$ cat src/rtl/fxq_pkg.sv
package fxq_pkg;

    // Controller phases of the divider
    typedef enum logic [1:0] {
        FXQ_IDLE = 2'd0,
        FXQ_RUN  = 2'd1,
        FXQ_DONE = 2'd2
    } fxq_state_e;

endpackage

$ cat src/rtl/fxq_prescale.sv
// Widens and scales the dividend, applies the sign-dependent half-divisor
// bias and splits the operands into magnitudes plus a quotient sign.
module fxq_prescale #(
    parameter int DATA_W = 16,
    parameter int FRAC_W = 8
) (
    input  logic [DATA_W-1:0]   num_in,
    input  logic [DATA_W-1:0]   den_in,
    output logic [2*DATA_W-1:0] num_mag,
    output logic [DATA_W-1:0]   den_mag,
    output logic                quo_neg,
    output logic                den_zero,
    output logic                num_neg
);
    localparam int WIDE_W = 2 * DATA_W;

    logic [WIDE_W-1:0] scaled;
    logic [WIDE_W-1:0] half_den;
    logic [WIDE_W-1:0] biased;
    logic              same_sign;

    always_comb begin
        scaled    = {{(WIDE_W-DATA_W){num_in[DATA_W-1]}}, num_in} << FRAC_W;
        half_den  = {{(WIDE_W-DATA_W+1){den_in[DATA_W-1]}}, den_in[DATA_W-1:1]};
        same_sign = (scaled[WIDE_W-1] == den_in[DATA_W-1]);
        biased    = same_sign ? (scaled + half_den) : (scaled - half_den);
        num_mag   = biased[WIDE_W-1] ? (~biased + 1'b1) : biased;
        den_mag   = den_in[DATA_W-1] ? (~den_in + 1'b1) : den_in;
        quo_neg   = biased[WIDE_W-1] ^ den_in[DATA_W-1];
        den_zero  = (den_in == '0);
        num_neg   = num_in[DATA_W-1];
    end
endmodule

$ cat src/rtl/fxq_step.sv
// One restoring-division step: shift in the next numerator bit, try the
// subtraction, keep it when it does not go negative.
module fxq_step #(
    parameter int DATA_W = 16
) (
    input  logic [DATA_W-1:0] rem_in,
    input  logic              bit_in,
    input  logic [DATA_W-1:0] den,
    output logic [DATA_W-1:0] rem_out,
    output logic              q_bit
);
    logic [DATA_W:0] shifted;

    always_comb begin
        shifted = {rem_in, bit_in};
        q_bit   = (shifted >= {1'b0, den});
        rem_out = q_bit ? DATA_W'(shifted - {1'b0, den}) : shifted[DATA_W-1:0];
    end
endmodule

$ cat src/rtl/fxq_finish.sv
// Restores the quotient sign and keeps the low word (no clamping).
module fxq_finish #(
    parameter int DATA_W = 16
) (
    input  logic [DATA_W-1:0] mag_lo,
    input  logic              neg,
    output logic [DATA_W-1:0] result
);
    always_comb begin
        result = neg ? (~mag_lo + 1'b1) : mag_lo;
    end
endmodule

$ cat src/rtl/fxq_divider.sv
module fxq_divider #(
    parameter int DATA_W = 16,
    parameter int FRAC_W = 8
) (
    input  logic              clk,
    input  logic              rst,
    input  logic              start,
    input  logic [DATA_W-1:0] dividend,
    input  logic [DATA_W-1:0] divisor,
    output logic              busy,
    output logic              done,
    output logic [DATA_W-1:0] quotient,
    output logic              div_by_zero
);
    import fxq_pkg::*;

    localparam int WIDE_W = 2 * DATA_W;
    localparam int CNT_W  = $clog2(WIDE_W);
    localparam logic [CNT_W-1:0]  LAST_STEP = CNT_W'(WIDE_W - 1);
    localparam logic [DATA_W-1:0] CLAMP_POS = {1'b0, {(DATA_W-1){1'b1}}};
    localparam logic [DATA_W-1:0] CLAMP_NEG = {1'b1, {(DATA_W-1){1'b0}}};

    typedef struct packed {
        fxq_state_e        st;
        logic [WIDE_W-1:0] quo;
        logic [DATA_W-1:0] rem;
        logic [DATA_W-1:0] dmag;
        logic              neg;
        logic [CNT_W-1:0]  cnt;
        logic [DATA_W-1:0] result;
        logic              dbz;
    } fxq_regs_t;

    fxq_regs_t r_q, r_d;

    logic [WIDE_W-1:0] pre_num_mag;
    logic [DATA_W-1:0] pre_den_mag;
    logic              pre_quo_neg;
    logic              pre_den_zero;
    logic              pre_num_neg;
    logic [DATA_W-1:0] step_rem;
    logic              step_bit;
    logic [WIDE_W-1:0] quo_step;
    logic [DATA_W-1:0] fin_result;

    fxq_prescale #(.DATA_W(DATA_W), .FRAC_W(FRAC_W)) u_prescale (
        .num_in   (dividend),
        .den_in   (divisor),
        .num_mag  (pre_num_mag),
        .den_mag  (pre_den_mag),
        .quo_neg  (pre_quo_neg),
        .den_zero (pre_den_zero),
        .num_neg  (pre_num_neg)
    );

    fxq_step #(.DATA_W(DATA_W)) u_step (
        .rem_in  (r_q.rem),
        .bit_in  (r_q.quo[WIDE_W-1]),
        .den     (r_q.dmag),
        .rem_out (step_rem),
        .q_bit   (step_bit)
    );

    assign quo_step = {r_q.quo[WIDE_W-2:0], step_bit};

    fxq_finish #(.DATA_W(DATA_W)) u_finish (
        .mag_lo (quo_step[DATA_W-1:0]),
        .neg    (r_q.neg),
        .result (fin_result)
    );

    always_comb begin
        r_d = r_q;
        unique case (r_q.st)
            FXQ_IDLE: begin
                if (start) begin
                    r_d.dbz = 1'b0;
                    if (pre_den_zero) begin
                        r_d.st     = FXQ_DONE;
                        r_d.result = pre_num_neg ? CLAMP_NEG : CLAMP_POS;
                        r_d.dbz    = 1'b1;
                    end else begin
                        r_d.st   = FXQ_RUN;
                        r_d.quo  = pre_num_mag;
                        r_d.rem  = '0;
                        r_d.dmag = pre_den_mag;
                        r_d.neg  = pre_quo_neg;
                        r_d.cnt  = '0;
                    end
                end
            end
            FXQ_RUN: begin
                r_d.quo = quo_step;
                r_d.rem = step_rem;
                if (r_q.cnt == LAST_STEP) begin
                    r_d.st     = FXQ_DONE;
                    r_d.result = fin_result;
                end else begin
                    r_d.cnt = r_q.cnt + 1'b1;
                end
            end
            FXQ_DONE: begin
                r_d.st = FXQ_IDLE;
            end
            default: begin
                r_d.st = FXQ_IDLE;
            end
        endcase
    end

    always_ff @(posedge clk) begin
        if (rst) begin
            r_q <= '{st: FXQ_IDLE, default: '0};
        end else begin
            r_q <= r_d;
        end
    end

    assign busy        = (r_q.st != FXQ_IDLE);
    assign done        = (r_q.st == FXQ_DONE);
    assign quotient    = r_q.result;
    assign div_by_zero = r_q.dbz;
endmodule

$ cat config.mk
export PLATFORM = sky130hd
export DESIGN_NAME = fxq_divider
export DESIGN_NICKNAME = d
export VERILOG_FILES = /design/src/rtl/fxq_pkg.sv /design/src/rtl/fxq_prescale.sv /design/src/rtl/fxq_step.sv /design/src/rtl/fxq_finish.sv /design/src/rtl/fxq_divider.sv
export SDC_FILE = /design/constraint.sdc
export NUM_CORES = 1
export LEC_CHECK = 0
export BUFFER_PORTS_ARGS = -buffer_cell sky130_fd_sc_hd__buf_2
export CELL_PAD_IN_SITES_DETAIL_PLACEMENT = 1
export CELL_PAD_IN_SITES_GLOBAL_PLACEMENT = 2
export CORE_ASPECT_RATIO = 0.8
export CORE_MARGIN = 5
export CORE_UTILIZATION = 36
export DETAILED_ROUTE_END_ITERATION = 8
export GPL_TIMING_DRIVEN = 1
export PLACE_DENSITY_LB_ADDON = 0.1
export SYNTH_ARGS = -nofsm -noshare
export SYNTH_HDL_FRONTEND = slang
export SYNTH_SLANG_ARGS = --single-unit
$ cat constraint.sdc
create_clock -name clk -period 4.6 [get_ports clk]
set_input_delay 0.23 -clock clk [delete_from_list [all_inputs] [get_ports clk]]
set_output_delay 0.23 -clock clk [all_outputs]
set_load 0.02 [all_outputs]
==> flow_summary.yaml <==
global_route:
  grt.met3_usage_pct: 2.98
  grt.total_usage_pct: 20.6
  first_global_vias: 7296
  grt_overflow_total: 0
  grt_antenna_before_repair: 0
  gr-usage-met2_pct: 30.5
  use_met1_pct: 32.0
  grt_pass1_wl_um: 40400
  busiest_layer: "met1"
  grt_max_degree: 51
cts:
  path_clk_slew_ns: 0.07
  postCtsSetupBuffers: 0
  worstSkewPairLatency_ns: 0.35
  clock_sinks: 89
  cts_buffers: 9
  ctsResizeCount: 0
  hold_buffers: 0
  htreeDepth: 3
  cts_tree: "yes"
  root_buffer: "clkbuf_16"
  clk_path_buf_depth: 2
synthesis:
  ys_warn_count: 0
  synthCells: 1014
  syn_area_per_cell_um2: 7.43
  synthFlopType: "dfxtp_1"
  yosys-top-cells-count: "nor2_1, nand2_1, dfxtp_1, a21oi_1"
  syn-cell-area_mm2: 0.00754
  syn_nets: 1104
  synth_top_area_share_pct: 23.6
  synth.most_common_cell: "nor2_1"
  synthDistinctLibCells: 71
  netlist.top_cell.by_area: "dfxtp_1"
  synth_edf_count: 0
  ys_seq_elements: 89
  synthArstFlopShare_pct: 0
  synth-seq-area-share_pct: 23.6
  synth_area_leaders: "dfxtp_1, ha_1, xnor2_1"
floorplan:
  start_util_pct: 36.5
  die_h_um: 139
  io_pins: 54
  fp.coreArea_mm2: 0.0206
  die_x_um: 172
  fp.dieArea_mm2: 0.0240
  row_count: 47
placed_design:
  port_buffers: 53
  place_ws_ns: 0.871
  place_inst: 1272
  gp_congestion: 0.815
  hpwl_um: 18600
layout:
  syn2layout_area_growth_pct: 8.10
  final_nets: 1104
  layout-drive-gt1-share_pct: 10.2
  fillCellCount: 2605
  diodes: 0
  layout.cells.non_filler: 1288
timing:
  final_max_slew_viol_count: 0
  max_freq_mhz: 266
  setup_viol: 0
  grt_setup_unrepaired: "no"
  finalCriticalPeriod_ns: 3.76
  fin_ws_ns: 0.840
  timing.max_slew.rel_slack_pct: 48.1
  fin_skew_ns: 0.0120
  fin_crit_sh_pct: 81.7
  setup_tns_ns: 0
  tightest_slew_ns: 0.772
  hold_violations: 0
routing:
  wl_per_cell_um: 19.1
  drt-total-wl_um: 24600
  route.detailed.drc: 0
  ant_nets: 0
  viasPerCell: 5.69
  drt_iter0_drc: 417
  vias: 7325
  drt_pass1_iterations: 4
hold_path:
  min_from: "divisor[0]"
  hold_path.class: "primary input to register"
run_status:
  outcome: "completed"
critical_path:
  cp_slowest_cell: "o311ai_0"
  critPathLaunch: "r_q[24]"
  crit_path_max_incr_delay_ns: 0.52
  critPathRequiredTime_ns: 4.87
  path_class: "register to register"
  startpoint_type: "register"
  worstPathArrival_ns: 4.03
  path_cells: "inv_1 > ha_1 > nor2b_1 > o21ai_0 > a21oi_1 > o311ai_0 > o211a_1 > a22o_1 > ha_1 > nand2_1 > o31ai_1 > xnor2_1 > a21oi_1 > nor3_1"
  reg2reg_from: "r_q[24]"
  worstPathMaxFanout: 9
  end_kind: "register"
power_and_ir_drop:
  p_per_area_mw_per_mm2: 336
  p_total_w: 0.00274
  peakVddDrop_mv: 0.267
  leakage_nw: 3.25
run:
  cap_violations: 0
kinds of logic (layout without fill, tap and decap cells):
family                     count (synthesis)  in the layout  share of synthesized area, %
DFF                                       89             89                          23.6
adders and majority gates                 55             55                          9.33
xor gates and xnor gates                  75             75                          8.71
buffers and inverters                    136            141                          8.18
muxes                                      9              9                          1.20
AOI/OAI and AO/OA                        302            302                          26.6
and+or+nand+nor                          348            348                          22.3
final cells by class:
| cell class | count | area (um^2) | share of cell area (%) |
|---|---|---|---|
| clock buffer | 11 | 233 | 2.86 |
| clock inverter | 5 | 56.3 | 0.691 |
| inverter | 57 | 214 | 2.63 |
| multi-input combinational | 789 | 5150 | 63.2 |
| sequential | 89 | 1780 | 21.9 |
| tap | 269 | 337 | 4.13 |
| timing repair buffer | 68 | 378 | 4.64 |
through the flow:
step | hold WS, ns | area (um^2) | util (%)
after floorplan | 0.366 | 7540 | -
after global placement | 0.441 | 7860 | 38.1
after detailed placement | 0.451 | 7860 | 38.1
after CTS | 0.198 | 8150 | 39.5
after global routing | 0.219 | 8150 | 39.5
final | 0.208 | 8150 | 39.5
final timing paths:
kind,to,slack [ns],cells past startpoint
worst min register to register,quotient[5],0.45,2
worst max register to register,quotient[12],0.84,14
worst max-delay path,quotient[12],0.84,14
worst min-delay path,r_q[23],0.21,3
cells in the final DEF (no fill, tap or decap), drive strengths merged, types with 17 or more instances in the layout:
| cell | n |
|---|---|
| inv | 55 |
| nor2 | 104 |
| nand2 | 92 |
| o21ai | 52 |
| xnor2 | 55 |
| a21o | 17 |
| a31oi | 22 |
| nand3 | 22 |
| nor3 | 39 |
| a211oi | 24 |
| xor2 | 20 |
| buf | 68 |
| dfxtp | 89 |
| a21oi | 86 |
| ha | 53 |
registers in the layout, indices dropped and copies added, names as in the netlist:
| signal | flops |
|---|---|
| div_by_zero | 1 |
| quo_step | 31 |
| r_q | 41 |
| quotient | 16 |
metal layers:
metal / share of wire (%) / vias to the layer above / wire length [um]
met5: 0 / - / 0
met4: 1.3 / 0 / 320
met3: 3.7 / 18 / 917
met2: 42 / 135 / 10400
met1: 53 / 3547 / 13000
li1: - / 3625 / -
critical path, delay by kind of cell, from the launching register on:
family / cells / cell delay [ns]
XOR/XNOR: 1 / 0.16
AND/OR/NAND/NOR: 3 / 0.44
adder cells (fa/ha/maj): 2 / 0.63
flip-flops: 1 / 0.38
AO/OA/AOI/OAI: 7 / 2.03
buffers and inverters: 1 / 0.06
where the power goes:
group | total (W) | switching (W) | internal (W)
clock | 0.000751 | 0.000329 | 0.000421
sequential | 0.000882 | 0.0000540 | 0.000828
combinational | 0.00111 | 0.000683 | 0.000422
total | 0.00274 | 0.00107 | 0.00167
(Power assumes the default switching activity.)
